**src/rtl/sclk_gen_pkg.sv**
```systemverilog
package sclk_gen_pkg;
  localparam int BYTE_W = 8;

  localparam logic [BYTE_W-1:0] OP_PRE_OFF = 8'h8A;
  localparam logic [BYTE_W-1:0] OP_PRE_ON  = 8'h8B;
  localparam logic [BYTE_W-1:0] OP_SET_DIV = 8'h86;

  typedef enum logic [1:0] {
    DEC_IDLE = 2'd0,
    DEC_LO   = 2'd1,
    DEC_HI   = 2'd2
  } dec_state_e;
endpackage

```
**src/rtl/sclk_cfg_decode.sv**
```systemverilog
module sclk_cfg_decode
  import sclk_gen_pkg::*;
#(
  parameter int DIV_W = 2 * BYTE_W
) (
  input  logic              clk,
  input  logic              rst_n,
  input  logic              byte_vld_i,
  input  logic [BYTE_W-1:0] byte_i,
  output logic              pend_pre_o,
  output logic [DIV_W-1:0]  pend_div_o,
  output logic              idle_o
);
  dec_state_e        state_q, state_d;
  logic [BYTE_W-1:0] lo_q, lo_d;
  logic              pre_q, pre_d;
  logic [DIV_W-1:0]  div_q, div_d;

  always_comb begin
    state_d = state_q;
    lo_d    = lo_q;
    pre_d   = pre_q;
    div_d   = div_q;
    if (byte_vld_i) begin
      unique case (state_q)
        DEC_IDLE: begin
          if (byte_i == OP_PRE_ON)       pre_d   = 1'b1;
          else if (byte_i == OP_PRE_OFF) pre_d   = 1'b0;
          else if (byte_i == OP_SET_DIV) state_d = DEC_LO;
        end
        DEC_LO: begin
          lo_d    = byte_i;
          state_d = DEC_HI;
        end
        DEC_HI: begin
          div_d   = DIV_W'({byte_i, lo_q});
          state_d = DEC_IDLE;
        end
        default: state_d = DEC_IDLE;
      endcase
    end
  end

  always_ff @(posedge clk or negedge rst_n) begin
    if (!rst_n) begin
      state_q <= DEC_IDLE;
      lo_q    <= '0;
      pre_q   <= 1'b1;
      div_q   <= '0;
    end else begin
      state_q <= state_d;
      lo_q    <= lo_d;
      pre_q   <= pre_d;
      div_q   <= div_d;
    end
  end

  assign pend_pre_o = pre_q;
  assign pend_div_o = div_q;
  assign idle_o     = (state_q == DEC_IDLE);
endmodule

```
**src/rtl/sclk_prescale.sv**
```systemverilog
module sclk_prescale #(
  parameter int RATIO = 5
) (
  input  logic clk,
  input  logic rst_n,
  input  logic div_en_i,
  output logic base_en_o
);
  generate
    if (RATIO > 1) begin : g_div
      localparam int CNT_W = $clog2(RATIO);
      localparam logic [CNT_W-1:0] LAST = CNT_W'(RATIO - 1);

      logic [CNT_W-1:0] cnt_q, cnt_d;
      logic             wrap;

      assign wrap = (cnt_q == LAST);

      always_comb begin
        cnt_d = '0;
        if (div_en_i && !wrap) cnt_d = cnt_q + 1'b1;
      end

      always_ff @(posedge clk or negedge rst_n) begin
        if (!rst_n) cnt_q <= '0;
        else        cnt_q <= cnt_d;
      end

      assign base_en_o = !div_en_i || wrap;
    end else begin : g_pass
      assign base_en_o = 1'b1;
    end
  endgenerate
endmodule

```
**src/rtl/sclk_half_count.sv**
```systemverilog
module sclk_half_count #(
  parameter int DIV_W = 16
) (
  input  logic             clk,
  input  logic             rst_n,
  input  logic             base_en_i,
  input  logic             pend_pre_i,
  input  logic [DIV_W-1:0] pend_div_i,
  output logic             tick_o,
  output logic             rise_o,
  output logic             fall_o,
  output logic             level_o,
  output logic             act_pre_o,
  output logic [DIV_W-1:0] act_div_o
);
  logic [DIV_W-1:0] hc_q, hc_d;
  logic             lvl_q, lvl_d;
  logic             apre_q, apre_d;
  logic [DIV_W-1:0] adiv_q, adiv_d;
  logic             tick, fall;

  assign tick = base_en_i && (hc_q == adiv_q);
  assign fall = tick && lvl_q;

  always_comb begin
    hc_d   = hc_q;
    lvl_d  = lvl_q;
    apre_d = apre_q;
    adiv_d = adiv_q;
    if (tick) begin
      hc_d  = '0;
      lvl_d = !lvl_q;
    end else if (base_en_i) begin
      hc_d = hc_q + 1'b1;
    end
    if (fall) begin
      apre_d = pend_pre_i;
      adiv_d = pend_div_i;
    end
  end

  always_ff @(posedge clk or negedge rst_n) begin
    if (!rst_n) begin
      hc_q   <= '0;
      lvl_q  <= 1'b0;
      apre_q <= 1'b1;
      adiv_q <= '0;
    end else begin
      hc_q   <= hc_d;
      lvl_q  <= lvl_d;
      apre_q <= apre_d;
      adiv_q <= adiv_d;
    end
  end

  assign tick_o    = tick;
  assign rise_o    = tick && !lvl_q;
  assign fall_o    = fall;
  assign level_o   = lvl_q;
  assign act_pre_o = apre_q;
  assign act_div_o = adiv_q;
endmodule

```
**src/rtl/sclk_rate_gen.sv**
```systemverilog
module sclk_rate_gen
  import sclk_gen_pkg::*;
#(
  parameter int PRE_RATIO   = 5,
  parameter int SYNC_STAGES = 2
) (
  input  logic              clk,
  input  logic              rst_n,
  input  logic              cfg_valid,
  input  logic [BYTE_W-1:0] cfg_byte,
  output logic              sclk_tick,
  output logic              sclk_rise,
  output logic              sclk_fall,
  output logic              sclk_level
);
  localparam int DIV_W = 2 * BYTE_W;

  logic [SYNC_STAGES-1:0] rst_pipe;
  logic                   rst_n_sync;
  logic                   dec_idle;
  logic                   pend_pre, act_pre;
  logic [DIV_W-1:0]       pend_div, act_div;
  logic                   base_en;

  always_ff @(posedge clk or negedge rst_n) begin
    if (!rst_n) rst_pipe <= '0;
    else        rst_pipe <= {rst_pipe[SYNC_STAGES-2:0], 1'b1};
  end
  assign rst_n_sync = rst_pipe[SYNC_STAGES-1];

  sclk_cfg_decode #(.DIV_W(DIV_W)) u_dec (
    .clk        (clk),
    .rst_n      (rst_n_sync),
    .byte_vld_i (cfg_valid),
    .byte_i     (cfg_byte),
    .pend_pre_o (pend_pre),
    .pend_div_o (pend_div),
    .idle_o     (dec_idle)
  );

  sclk_prescale #(.RATIO(PRE_RATIO)) u_pre (
    .clk       (clk),
    .rst_n     (rst_n_sync),
    .div_en_i  (act_pre),
    .base_en_o (base_en)
  );

  sclk_half_count #(.DIV_W(DIV_W)) u_half (
    .clk        (clk),
    .rst_n      (rst_n_sync),
    .base_en_i  (base_en),
    .pend_pre_i (pend_pre),
    .pend_div_i (pend_div),
    .tick_o     (sclk_tick),
    .rise_o     (sclk_rise),
    .fall_o     (sclk_fall),
    .level_o    (sclk_level),
    .act_pre_o  (act_pre),
    .act_div_o  (act_div)
  );
endmodule

```
**config.mk**
```make
export PLATFORM = sky130hd
export DESIGN_NAME = sclk_rate_gen
export DESIGN_NICKNAME = d
export VERILOG_FILES = /design/src/rtl/sclk_gen_pkg.sv /design/src/rtl/sclk_cfg_decode.sv /design/src/rtl/sclk_prescale.sv /design/src/rtl/sclk_half_count.sv /design/src/rtl/sclk_rate_gen.sv
export SDC_FILE = /design/constraint.sdc
export NUM_CORES = 1
export LEC_CHECK = 0
export BUFFER_PORTS_ARGS = -buffer_cell sky130_fd_sc_hd__buf_2
export CAP_MARGIN = 20
export CORE_MARGIN = 4
export CORE_UTILIZATION = 45
export CTS_BUF_LIST = sky130_fd_sc_hd__clkbuf_4 sky130_fd_sc_hd__clkbuf_8
export DETAILED_ROUTE_END_ITERATION = 6
export GPL_TIMING_DRIVEN = 0
export PLACE_DENSITY_LB_ADDON = 0.2
export SETUP_SLACK_MARGIN = 0.1
export SLEW_MARGIN = 20
export SYNTH_ARGS = -nofsm -noshare
export SYNTH_HDL_FRONTEND = slang
export SYNTH_SLANG_ARGS = --single-unit
```
**constraint.sdc**
```tcl
create_clock -name clk -period 2.51 [get_ports clk]
set_input_delay 0.502 -clock clk [delete_from_list [all_inputs] [get_ports clk]]
set_output_delay 0.502 -clock clk [all_outputs]
set_load 0.02 [all_outputs]
```
==> results.md, run 1 <==
* Outcome: finished clean
* Initial antenna violation count at 0
* H-tree level count at 3
* Static Leak at 1.65 nW
* Gate Count Post-Synth at 228
* Hold WS at 0.177 ns
* DIE WIDTH at 88.7 µm
* Filler instances at 526
* Max-slew violations at 0
* Final Hold Violating Endpoints at 0
* Final antenna-violating net count at 0
* Slew margin rel. at 63.7%
* FP Rows at 29
* Detail Placement HPWL at 3.61 mm
* Number of setup violations in the final report at 0
* Sequential-to-total area share from yosys stat at 56.4%
* R2R Path Start: u_half.hc_q[1]
* Area of the multi-input gates at 0.00125 mm²
* Clock share of power at 32.7%
* Drt wl/cell at 14.9 µm
* Starting density of the core at 46.2%
* Via count at 1742
* Remaining DRCs at 0
* RSZ-0062 raised after global routing: yes
* Critical path's top delay family: simple AND/OR/NAND/NOR gates
* CP max FO at 4
* Yosys reg bits at 66
* Fmax at 0.405 GHz
* Synth Area in Adders at 1.28%
* Sw frac at 29.2%
* Comb power frac at 20.9%
* Final wirelength at 5.13 mm
* Worst setup path class: flop to output port
* Root Driver: clkbuf_8
* Nets at 276
* Core ar. at 0.00635 mm²
* # diodes at 0
* Number of buffers inserted by port buffering at 14
* CTS Buf Count at 9
* Total internal power at 2.17 mW
* Xor and xnor area share after synthesis at 9.56%
* Largest net degree at the start of global routing at 53
* CP Launch Type: flop
* Layout area overhead at 18.7%
* Min cycle time layout at 2.47 ns
* Worst-path clk slew at 0.07 ns
* Post-synthesis mux area share at 17.4%
* CTS tree: built
* Crit path top cell by count: buf_6
* CP peak stage delay at 0.39 ns
* Max Cap Viol at 0
* Worst setup EP type: output port
* HP Class: flop to asynchronous set/reset pin
* Power per cell area at 881 mW/mm²
* First-pass GRT wire length at 8.83 mm
* Crit path DAT at 1.97 ns
* Sw power at 0.896 mW
* VDD IR max at 0.375 mV
* Total power at 3.07 mW
* FF+latch area at 0.00166 mm²
* Via density at 5.06
* Mapped Nets at 242
* Total I/O pin count at 15
* Reg power frac at 46.5%
* Post-synthesis compound-gate area fraction at 1.37%
* Clk buf depth at 2
* Cells on worst reg2reg path at 7
* Sink Count at 66
* Syn. warnings at 0
* Reg2reg end: u_half.act_div_o[13]
* Chip height at 88.7 µm
* Ratio of final minimum period to clock period at 98.3%
* Mapped cell area at 0.00293 mm²
* Critical path buffers and inverters at 3
* Vias in the first global route at 1708
* Die area at 0.00787 mm²
* All-Layer GR Usage at 15.4%
* Worst path cell trace: inv_1, ha_2, a21bo_4, nand4_1, nor3_4, and2_4, buf_6, nor2b_4, buf_6
* Grt ovf at 0
* Synth Area in Simple Gates at 11.6%
* 1st-pass router iterations at 4
* Synth cell types at 31
* Layout cells sized above 1 at 35.6%
* Clock skew at 0.00625 ns
* Mean Syn Cell Area at 12.9 µm²
* Critical-path top delay cell: dfrtp_1
* Clock latency on the worst-skew pair at 0.34 ns
* Worst slew pin tran at 0.544 ns
* Main combinational cell family by area after synthesis: multiplexers
* GP Congestion at 0.758
* Req. time, crit path at 2.01 ns
* R2R Setup Slk at 0.56 ns
* DR iter-0 viols at 43
==> cells in the mapped netlist <==
cell / n / area [µm²]
dfrtp_1: 64 / 1600
mux2_2: 32 / 360
xnor2_1: 26 / 228
nor2_1: 25 / 93.8
mux2_4: 10 / 150
inv_1: 9 / 33.8
nand4_1: 8 / 50.1
nand2_1: 7 / 26.3
nand3_1: 7 / 35.0
xor2_1: 6 / 52.6
and3_1: 3 / 18.8
ha_1: 3 / 37.5
nor3_1: 3 / 15.0
and2_1: 2 / 12.5
and4_1: 2 / 17.5
clkbuf_1: 2 / 7.51
dfstp_2: 2 / 52.6
nor2b_1: 2 / 12.5
nor3_2: 2 / 20.0
o21ai_0: 2 / 10.0
a21bo_4: 1 / 16.3
buf_2: 1 / 5.00
buf_4: 1 / 7.51
buf_6: 1 / 11.3
conb_1: 1 / 3.75
nand3_4: 1 / 17.5
nand3b_1: 1 / 7.51
nor4_1: 1 / 6.26
nor4b_1: 1 / 8.76
o21bai_1: 1 / 7.51
o22ai_1: 1 / 6.26
==> routing by layer <==
layer | global-route usage [%] | share of wire (%) | vias up
met5 | 0 | 0 | -
met4 | 7.69 | 2.6 | 0
met3 | 4.66 | 4.3 | 12
met2 | 22.5 | 44 | 35
met1 | 20.6 | 50 | 843
li1 | - | - | 852
==> cell type report <==
class	instances	share of cell area, %
multi-input cells	148	35.8
flip-flops and latches	66	47.7
plain buffers	5	1.29
well taps	77	2.77
clock buffers	10	3.95
clock inverters	6	2.59
inverters	9	0.971
repair buffers	23	4.96
==> power by group through the flow <==
stage,clock network [mW],logic [mW],registers (mW)
CTS,1.04,0.615,1.42
detailed placement,0,0.564,1.44
global placement,0,0.516,1.46
finish,1.00,0.640,1.43
floorplan,0,0.435,1.40
global route,1.08,0.711,1.45
==> sequential cells by signal, indices dropped and copies added, names as in the netlist <==
signal and cells:
u_half.act_div_o 16, u_dec.pend_pre_o 1, rst_pipe 2, u_half.act_pre_o 1
u_dec.state_q 2, u_dec.lo_q 8, u_half.hc_q 16, u_half.level_o 1
u_dec.pend_div_o 16, u_pre.g_div.cnt_q 3
==> per-stage QoR <==
step / setup TNS [ns] / cells / setup slack, ns / instance area, µm² / util [%]
2_1_floorplan: 0 / 228 / 0.238 / 2930 / -
3_3_place_gp: -15.11 / 319 / -0.247 / 3100 / 48.8
3_5_place_dp: -0.0170 / 320 / -0.0170 / 3130 / 49.3
4_1_cts: 0 / 342 / 0.000766 / 3440 / 54.2
5_1_grt: -0.101 / 344 / -0.0815 / 3480 / 54.8
6_report: 0 / 344 / 0.0415 / 3480 / 54.8
==> how the worst max path moves through the flow <==
stage	start	to	slack, ns	cells past startpoint
global route	u_pre.g_div.cnt_q[0]	sclk_rise	-0.08	9
global placement	rst_pipe[1]	u_dec.lo_q[0]	-0.25	0
floorplan	u_pre.g_div.cnt_q[0]	sclk_rise	0.24	8
finish	u_pre.g_div.cnt_q[0]	sclk_rise	0.04	9
CTS	u_half.hc_q[5]	sclk_rise	0.0008	7
detailed placement	u_pre.g_div.cnt_q[0]	sclk_tick	-0.02	9
==> cells in the final DEF, fill, tap and decap left out, types with 8 or more instances in the layout <==
| master | count |
|---|---|
| nor2_1 | 25 |
| inv_1 | 9 |
| xnor2_1 | 25 |
| mux2_4 | 10 |
| clkbuf_8 | 10 |
| nand4_1 | 8 |
| buf_2 | 12 |
| mux2_2 | 32 |
| dfrtp_1 | 62 |
==> repair_timing <==
action | CTS | global route
setup endpoints to repair | 3 | 3
hold buffers | 1 | 0
endpoints found under the hold margin | 2 | 0
cloned | 0 | 0
pin swaps | 5 | 1
resized for setup | 9 | 6
setup buffers | 5 | 2
==> worst reg2reg max path: stages, from the launching register on <==
cell     delay (ns)
dfrtp_1        0.47
xnor2_1        0.19
nand4_1        0.16
nor3_4         0.23
buf_4          0.15
nand3_4        0.13
buf_6          0.21
mux2_4         0.30
==> cell families (layout without fill, tap and decap cells) <==
kind of cell | Yosys count | after routing
xor+xnor | 32 | 32
simple gates | 65 | 65
fa+ha+maj | 3 | 3
compound gates | 5 | 5
other cells | 1 | 1
buf+inv | 14 | 53
mux | 42 | 42
flops | 66 | 66
No activity file was read; power rests on OpenSTA's default activity.
==> inputs of run 2 (changes only) <==
==> constraint.sdc (replaced) <==
create_clock -name clk -period 3.2 [get_ports clk]
set_input_delay 0.64 -clock clk [delete_from_list [all_inputs] [get_ports clk]]
set_output_delay 0.64 -clock clk [all_outputs]
set_load 0.02 [all_outputs]
==> run 2 against run 1 <==
Sequential cell count unchanged. Critical path depth down 2. Setup slack gained 0.28 ns. Final area down 3.3%. Largest cell class unchanged. Clock-buffer cell count is the same. Critical endpoint is now sclk_tick. Critical path type unchanged. Wire length down 1.0%. Worst hold slack got worse by 0.11 ns. Clock skew down 0.00083 ns.
==> results.md, run 2 (synthesis results as in run 1) <==
* CTS tree: built
* CP Launch Type: flop
* H-tree level count at 3
* First-pass GRT wire length at 8.70 mm
* Sink Count at 66
* Filler instances at 541
* Largest net degree at the start of global routing at 53
* # diodes at 0
* Worst setup EP type: output port
* Fin Setup TNS at 0 ns
* FP Rows at 29
* Core ar. at 0.00635 mm²
* Hold buffers post-CTS at 0
* VDD IR max at 0.293 mV
* Clk buf depth at 2
* Outcome: finished clean
* Most common cell after layout, fill and taps aside: dfrtp_1
* Number of buffers inserted by port buffering at 14
* CP max FO at 10
* RSZ-0062 raised after global routing: no
* Crit path DAT at 2.24 ns
* Nets at 268
* Post-CTS setup buffer count at 0
* DIE WIDTH at 88.7 µm
* Final Hold Violating Endpoints at 0
* Worst setup path class: flop to output port
* Max Cap Viol at 0
* Power per cell area at 698 mW/mm²
* Static Leak at 1.60 nW
* Number of setup violations in the final report at 0
* Via count at 1699
* Worst-path clk slew at 0.07 ns
* Via density at 5.06
* Post-place setup slack at 0.535 ns
* Final wirelength at 5.08 mm
* Most frequent cells in the layout: dfrtp_1 (63), mux2_2 (32), xnor2_1 (26)
* Die area at 0.00787 mm²
* Grt ovf at 0
* Chip height at 88.7 µm
* Total I/O pin count at 15
* Remaining DRCs at 0
* Layout cells sized above 1 at 32.0%
* CTS Buf Count at 9
* Starting density of the core at 46.2%
* Worst setup margin at 0.323 ns
* Clock latency on the worst-skew pair at 0.34 ns
* Initial antenna violation count at 0
* Root Driver: clkbuf_8
* Fmax at 0.348 GHz
* Slew margin rel. at 63.7%
* Worst slew pin tran at 0.544 ns
* Detail Placement HPWL at 3.61 mm
* GP Congestion at 0.758
* HP Class: primary input to asynchronous set/reset pin
* Req. time, crit path at 2.56 ns
* Min cycle time layout at 2.88 ns
* Ratio of final minimum period to clock period at 89.9%
* Layout area overhead at 14.8%
* Clock skew at 0.00542 ns
* DR iter-0 viols at 54
* Hold WS at 0.0668 ns
* Max-slew violations at 0
* All-Layer GR Usage at 15.1%
* Final antenna-violating net count at 0
* 1st-pass router iterations at 4
* Drt wl/cell at 15.1 µm
* Vias in the first global route at 1675
## run 2: cell count changes in the layout (fill, tap and decap cells not counted), sizes merged
cell,delta
dlygate4sd3,-1
clkbuf,+1
buf,-8
## run 2: repair_timing
action	CTS	global route
endpoints found under the hold margin	0	0
resized for setup	0	2
endpoints found under the setup margin	0	2
## run 2: cell type report
cell class	instances	area, µm²	area share (%)
sequential	66	1660	49.2
inverter	9	33.8	1.00
multi-input combinational	148	1220	36.2
clock buffer	10	138	4.09
clock inverter	6	90.1	2.68
buffer	5	33.8	1.00
timing repair buffer	15	97.6	2.90
tap	77	96.3	2.86
## run 2: stage by stage
| step | cells | util [%] | total power, mW | area (µm²) |
|---|---|---|---|---|
| 6_report | 336 | 53.0 | 2.35 | 3370 |
| 2_1_floorplan | 228 | - | 1.44 | 2930 |
| 3_5_place_dp | 320 | 49.3 | 1.57 | 3130 |
| 3_3_place_gp | 319 | 48.8 | 1.55 | 3100 |
| 4_1_cts | 336 | 52.9 | 2.37 | 3360 |
| 5_1_grt | 336 | 53.0 | 2.48 | 3370 |
## run 2: report_power, final
group	total [mW]	switching (mW)	internal [mW]
sequential	1.12	0.146	0.969
combinational	0.445	0.212	0.234
clock	0.789	0.328	0.461
total	2.35	0.686	1.66
## run 2: path summary, 6_finish.rpt
check,from,end,slack (ns),cells after the start
max,u_half.hc_q[5],sclk_tick,0.32,7
min reg2reg,rst_pipe[1],u_half.hc_q[6],0.18,0
min in group clk,rst_pipe[0],rst_pipe[1],0.36,0
min,rst_n,rst_pipe[0],0.07,1
max in group asynchronous,rst_pipe[1],u_half.act_pre_o,2.46,1
max reg2reg,u_half.hc_q[5],u_half.act_div_o[13],1.25,6
## run 2: critical path, stage by stage (launching register included)
cell and delay [ns]:
dfrtp_1 0.44, xnor2_1 0.26, nand4_1 0.19, nor3_4 0.28, and2_1 0.16, clkbuf_4 0.20
buf_4 0.19, buf_2 0.18
## run 2: per-layer routing
layer,vias to the layer above,GRT usage [%],share of wire [%]
met4,0,7.01,2.1
met1,821,20.7,50
met5,-,0,0
li1,833,-,-
met2,35,22.1,43
met3,10,4.56,4.3
